## config.mk

```make
export PLATFORM = sky130hd
export DESIGN_NAME = bsc_txf_ctrl
export DESIGN_NICKNAME = d
export VERILOG_FILES = /design/src/rtl/bsc_txf_pkg.sv /design/src/rtl/bsc_cts_sync.sv /design/src/rtl/bsc_txf_fsm.sv /design/src/rtl/bsc_txf_out.sv /design/src/rtl/bsc_txf_ctrl.sv
export SDC_FILE = /design/constraint.sdc
export NUM_CORES = 1
export LEC_CHECK = 0
export ABC_AREA = 0
export BUFFER_PORTS_ARGS = -buffer_cell sky130_fd_sc_hd__buf_2
export CAP_MARGIN = 10
export CORE_MARGIN = 8
export CORE_UTILIZATION = 39
export DETAILED_ROUTE_END_ITERATION = 10
export HOLD_SLACK_MARGIN = 0.15
export PLACE_DENSITY = 0.83
export SYNTH_ARGS = -nofsm -noshare
export SYNTH_HDL_FRONTEND = slang
export SYNTH_SLANG_ARGS = --single-unit
```

## constraint.sdc

```tcl
create_clock -name clk -period 1 [get_ports clk]
set_input_delay 0.1 -clock clk [delete_from_list [all_inputs] [get_ports clk]]
set_output_delay 0.1 -clock clk [all_outputs]
set_load 0.1 [all_outputs]
```

## src/rtl/bsc_txf_pkg.sv

```systemverilog
package bsc_txf_pkg;
  typedef enum logic [1:0] {
    ST_IDLE    = 2'd0,
    ST_SEND    = 2'd1,
    ST_HALT_UN = 2'd2,
    ST_HALT_CT = 2'd3
  } txf_state_e;

  typedef struct packed {
    logic stb;
    logic un;
    logic ct;
    logic irq;
  } close_info_t;
endpackage

```

## src/rtl/bsc_cts_sync.sv

```systemverilog
module bsc_cts_sync #(
  parameter int STAGES  = 2,
  parameter bit RST_VAL = 1'b0
) (
  input  logic clk,
  input  logic rst,
  input  logic din,
  output logic dout
);
  logic [STAGES-1:0] chain;

  always_ff @(posedge clk) begin
    if (rst) chain <= {STAGES{RST_VAL}};
    else     chain <= {chain[STAGES-2:0], din};
  end

  assign dout = chain[STAGES-1];
endmodule

```

## src/rtl/bsc_txf_fsm.sv

```systemverilog
module bsc_txf_fsm
  import bsc_txf_pkg::*;
(
  input  logic        clk,
  input  logic        rst,
  input  logic        buf_start,
  input  logic        shf_req,
  input  logic        src_valid,
  input  logic        src_last,
  input  logic        cts_ok,
  input  logic        xparent_mode,
  input  logic        dle_pair,
  input  logic        restart,
  input  logic        irq_en,
  output txf_state_e  state,
  output logic        take,
  output close_info_t close_nxt
);
  txf_state_e state_nxt;
  logic       guarded;

  assign guarded = xparent_mode && dle_pair;
  assign take    = (state == ST_SEND) && shf_req && cts_ok;

  always_comb begin
    state_nxt = state;
    close_nxt = '0;
    unique case (state)
      ST_IDLE: begin
        if (buf_start) state_nxt = ST_SEND;
      end
      ST_SEND: begin
        if (!cts_ok) begin
          state_nxt     = ST_HALT_CT;
          close_nxt.stb = 1'b1;
          close_nxt.ct  = 1'b1;
          close_nxt.irq = irq_en;
        end else if (shf_req) begin
          if (src_valid) begin
            if (src_last) begin
              state_nxt     = ST_IDLE;
              close_nxt.stb = 1'b1;
            end
          end else if (!guarded) begin
            state_nxt     = ST_HALT_UN;
            close_nxt.stb = 1'b1;
            close_nxt.un  = 1'b1;
            close_nxt.irq = irq_en;
          end
        end
      end
      ST_HALT_UN, ST_HALT_CT: begin
        if (restart) state_nxt = ST_IDLE;
      end
      default: state_nxt = ST_IDLE;
    endcase
  end

  always_ff @(posedge clk) begin
    if (rst) state <= ST_IDLE;
    else     state <= state_nxt;
  end
endmodule

```

## src/rtl/bsc_txf_out.sv

```systemverilog
module bsc_txf_out
  import bsc_txf_pkg::*;
#(
  parameter int DW = 8
) (
  input  logic          clk,
  input  logic          rst,
  input  logic          fire,
  input  logic [DW-1:0] din,
  input  close_info_t   close_nxt,
  output logic          tx_load,
  output logic [DW-1:0] tx_byte,
  output close_info_t   close_q
);
  always_ff @(posedge clk) begin
    if (rst) begin
      tx_load <= 1'b0;
      tx_byte <= '0;
      close_q <= '0;
    end else begin
      tx_load <= fire;
      if (fire) tx_byte <= din;
      close_q <= close_nxt;
    end
  end
endmodule

```

## src/rtl/bsc_txf_ctrl.sv

```systemverilog
module bsc_txf_ctrl
  import bsc_txf_pkg::*;
#(
  parameter int DW       = 8,
  parameter int SYNC_LEN = 2
) (
  input  logic          clk,
  input  logic          rst,
  input  logic          buf_start,
  input  logic          src_valid,
  input  logic [DW-1:0] src_data,
  input  logic          src_last,
  output logic          src_ready,
  input  logic          shf_req,
  input  logic          cts_in,
  input  logic          xparent_mode,
  input  logic          dle_pair,
  input  logic          restart,
  input  logic          irq_en,
  output logic          tx_load,
  output logic [DW-1:0] tx_byte,
  output logic          close_stb,
  output logic          close_un,
  output logic          close_ct,
  output logic          txe_irq,
  output logic          tx_busy,
  output logic          tx_halted
);
  logic        cts_ok;
  logic        take;
  txf_state_e  state;
  close_info_t close_nxt;
  close_info_t close_q;

  bsc_cts_sync #(.STAGES(SYNC_LEN), .RST_VAL(1'b0)) u_sync (
    .clk (clk),
    .rst (rst),
    .din (cts_in),
    .dout(cts_ok)
  );

  bsc_txf_fsm u_fsm (
    .clk         (clk),
    .rst         (rst),
    .buf_start   (buf_start),
    .shf_req     (shf_req),
    .src_valid   (src_valid),
    .src_last    (src_last),
    .cts_ok      (cts_ok),
    .xparent_mode(xparent_mode),
    .dle_pair    (dle_pair),
    .restart     (restart),
    .irq_en      (irq_en),
    .state       (state),
    .take        (take),
    .close_nxt   (close_nxt)
  );

  bsc_txf_out #(.DW(DW)) u_out (
    .clk      (clk),
    .rst      (rst),
    .fire     (take && src_valid),
    .din      (src_data),
    .close_nxt(close_nxt),
    .tx_load  (tx_load),
    .tx_byte  (tx_byte),
    .close_q  (close_q)
  );

  assign src_ready = take;
  assign close_stb = close_q.stb;
  assign close_un  = close_q.un;
  assign close_ct  = close_q.ct;
  assign txe_irq   = close_q.irq;
  assign tx_busy   = (state == ST_SEND);
  assign tx_halted = (state == ST_HALT_UN) || (state == ST_HALT_CT);
endmodule

```

* Word-level counts from Yosys, hierarchy flattened
Cells that the tools add are included.
** Operators by class
- Eq/ne operators :: 8
- Bitwise logic cells :: 3
- Reductions and logical operators :: 10
- Mux-type cells :: 19
** Operator list (count)
- two-way mux 2 bit :: 9
- two-way mux 1 bit :: 9
- != test 4 bit (second input constant) :: 2
- case mux 2 bit (3 select lines) :: 1
- AND reduction 5 bit :: 1
- OR reduction 5 bit :: 1
- == test 2 bit (second input constant) :: 2
- logical AND 1 bit :: 4
- != test 2 bit (second input constant) :: 2
- OR reduction 2 bit :: 2
- != test 3 bit (second input constant) :: 1
- inverter 1 bit :: 3
- == test 2 x 1 -> 1 bit (second input constant) :: 1
- logical NOT 2 bit :: 1
- logical OR 1 bit :: 1
** Storage, ports and cells
- Logic and storage cells :: 48
- Bits in registers :: 17
- Output and inout port bits :: 16

* Longest topological paths before layout
- Depth after elaboration :: 6
- Depth in mapped cells :: 4
- Mapped depth without buffers :: 3

* By module
Synthesis repeated with hierarchy kept, for this count alone.
** Second synthesis, totals
- Cell total of the unflattened synthesis :: 66
- Area total of the unflattened synthesis :: 661.9 sq um
** Modules (own cells, without submodules)
- bsc_txf_out :: area an instance 417.9 sq um, instances 1, cells each 36
- bsc_txf_fsm :: area an instance 175.2 sq um, instances 1, cells each 23
- bsc_cts_sync :: area an instance 52.6 sq um, instances 1, cells each 4
- bsc_txf_ctrl :: area an instance 16.3 sq um, instances 1, cells each 3

* Worst setup path before layout
Ideal clock, no wire load.
- Path kind :: register to output
- From :: register u_fsm.state[1]
- To :: output src_ready
- Path slack :: -0.880 ns
- Data arrival time :: 1.780 ns
- Stages on the path, launching flop included :: 3
- Required time :: 0.900 ns
- Path through :: dfxtp_1 -> nor2b_4 -> and3_1
** On the way
- Longest elaborated chain between the ends :: 3
** RTL lines
- start: declaration :: RTL line bsc_txf_fsm.sv:15 : output txf_state_e state,
- start signal: assignment :: RTL line bsc_txf_fsm.sv:61 : else state <= state_nxt;
- == test 2 x 1 -> 1 bit
- named net tx_busy :: RTL line bsc_txf_ctrl.sv:26 : output logic tx_busy,
- logical AND 1 bit (2 in a row) :: RTL line bsc_txf_fsm.sv:23 : assign take = (state == ST_SEND) && shf_req && cts_ok;
- end: declaration :: RTL line bsc_txf_ctrl.sv:13 : output logic src_ready,
The timed path passes the listed nets, and every way through them passes these cells.

* Worst setup path in the final report
- From :: register u_fsm.state[0]
- To :: output src_ready
** On the way
- Longest elaborated chain between the ends :: 3
** RTL lines (RTL line)
- == test 2 x 1 -> 1 bit :: bsc_txf_fsm.sv:23
- logical AND 1 bit (2 in a row) :: bsc_txf_fsm.sv:23
Every way passes these cells.

==> results.cfg <==
[power]
powerDensity_nw_per_um2 = 1090
p_leak_nw = 0.559
finalPower_mw = 1.48
vdd_ir_drop_max_mv = 0.814

[synth]
async_flop_share = 0
syn_nets = 90
synthFlopType = dfxtp_1
synth_top_cell_area_share = 0.479
synth_cell_types = 18
synth.area.top_cells = dfxtp_1 48%, nand2b_1 16%, mux2i_1 11%
syn_avg_cell_area_um2 = 10.0
syn-instance-count = 71
synth_most_common_cell = nand2b_1
syn_area_um2 = 711
synth_top_cells_by_count = 18 x nand2b_1, 17 x dfxtp_1, 8 x mux2i_1, 4 x nor2b_1
synth_edf_count = 0
ys_warn_count = 0
synth.largest_area_cell = dfxtp_1
synth_seq_area_share = 0.479
ys_seq_elements = 17

[sta]
min_period_ps = 1290
hold_viol = 0
tightest_slew_ps = 298
clock_skew_ps = 6.17
fmaxAchievable_mhz = 775
setup_ws_ps = -290
fin_worst_hold_slack_ps = 163
rsz0062_at_grt = yes
maxSlewViolCount = 0
post-route-period-util = 1.29
finalSetupTns_ps = -1950
setup_viol = 14
relSlewSlack = 0.802

[setup_path]
critPathCaptureType = output port
path_max_fanout = 4
worstPathArrival_ps = 1190
startpoint_type = flop
critPathKind = flop to output port
reg2regPathDepth = 4
cp.required_ps = 900

[grt]
grt_pass1_vias = 749
grt_usage = 0.123
grt_pass1_wl_um = 3350
antenna_found_initial = 0
grt_overflow = 0
grt_max_degree = 23

[floorplan]
num_rows = 15
die_h_um = 58.7
die_area_um2 = 3440
die_w_um = 58.7
start_util = 0.412
core_area_um2 = 1730
ios = 35

[drt]
drtIter0Drc = 31
detail-route-antenna-nets = 0
via_count = 707
route.detailed.drc = 0
drtPass1Iterations = 4
via_per_inst = 4.81
wirelength_um = 2250
routedWlPerCell_um = 15.3

[min_path]
hold_path_class = input pin to flop
hold_path_depth = 4

[final_layout]
area_growth_pct = 91.9
nNetsFinal = 142
drive_above_1_share = 0.516
post_layout_nonfiller_instances = 147
n_antenna_cell = 0

[clock_tree]
cts_sinks = 17
tritoncts = done
cts_buffers = 3
cts-root-buf = clkbuf_4
clk_pin_slew_ps = 100
cts_max_level = 1
cts_buffer_depth = 2
clk_latency_ps = 290

[status]
violations = negative setup slack
status = complete, but fails checks

[placed_design]
port_buffers = 34
dp.cells = 129
dpl.hpwl_um = 1460
place_ws_ps = -120
gp_congestion = 0.777

[run]
maxCapViolCount = 0
kinds of logic (layout without fill, tap and decap cells):
group           count (synthesis)  after routing  share of synthesized area
simple gates                   34             35                      0.298
mux                             8              8                      0.113
compound gates                  7              7                     0.0687
flops                          17             17                      0.479
buf+inv                         5             55                     0.0422
area by class of cell:
cell class | count | area [um2]
multi-input combinational | 50 | 379
fill | 110 | 363
clock inverter | 1 | 5.00
sequential | 17 | 358
clock buffer | 3 | 22.5
timing repair buffer | 50 | 564
tap | 25 | 31.3
inverter | 1 | 3.75
state kept, by name, indices dropped and copies added (netlist names):
name and count:
u_out.tx_byte 8, u_out.close_q 4, u_fsm.state 2, u_sync.chain 2
u_out.tx_load 1
per-stage QoR:
stage                     area (um2)  utilization
after floorplan                  726            -
after global placement          1160        0.673
after detailed placement        1160        0.673
after CTS                       1330        0.769
after global routing            1360        0.790
final                           1360        0.790
worst paths after layout:
kind                        start               end  slack, ps
setup / recovery   u_fsm.state[0]         src_ready       -290
hold / removal           dle_pair  u_out.close_q[0]        160
setup reg to reg   u_fsm.state[0]  u_out.tx_byte[7]       -190
hold reg to reg   u_sync.chain[0]   u_sync.chain[1]        460
routing by layer:
layer | GRT usage | share of wire | wire length (um)
met1 | 0.123 | 0.38 | 851
met4 | 0.0614 | 0.028 | 63
met2 | 0.233 | 0.54 | 1220
met5 | 0 | 0 | 0
met3 | 0.0261 | 0.050 | 112
timing repair:
| action | CTS | global route |
|---|---|---|
| buffers inserted | 0 | 2 |
| setup endpoints to repair | 14 | 20 |
| hold buffers | 13 | 0 |
| hold endpoints to repair | 13 | 0 |
| gates resized for setup | 3 | 10 |
| gates cloned | 0 | 1 |
| pin swaps | 1 | 2 |
report_power, final:
group | switching, mW | internal [mW] | leakage (nW)
Sequential | 0.0182 | 0.698 | 0.144
Clock | 0.213 | 0.149 | 0.0177
Combinational | 0.218 | 0.186 | 0.397
worst max-delay path, cell delays in order (launching register included):
cell and delay (ps):
dfxtp_2 350, nor2b_4 170, and3_4 210, buf_12 170
cell usage in the layout, fill, tap and decap left out, drive strengths merged:
cell type	count
and4	2
buf	38
a211oi	2
nor2	3
dfxtp	17
a21oi	3
nand2b	18
dlygate4sd3	12
mux2i	8
nand3	1
o221a	1
nor2b	5
and3	1
o211ai	1
clkinv	1
nand2	3
clkbuf	3
inv	1
and2b	2
Power figures use the tool's default switching activity.
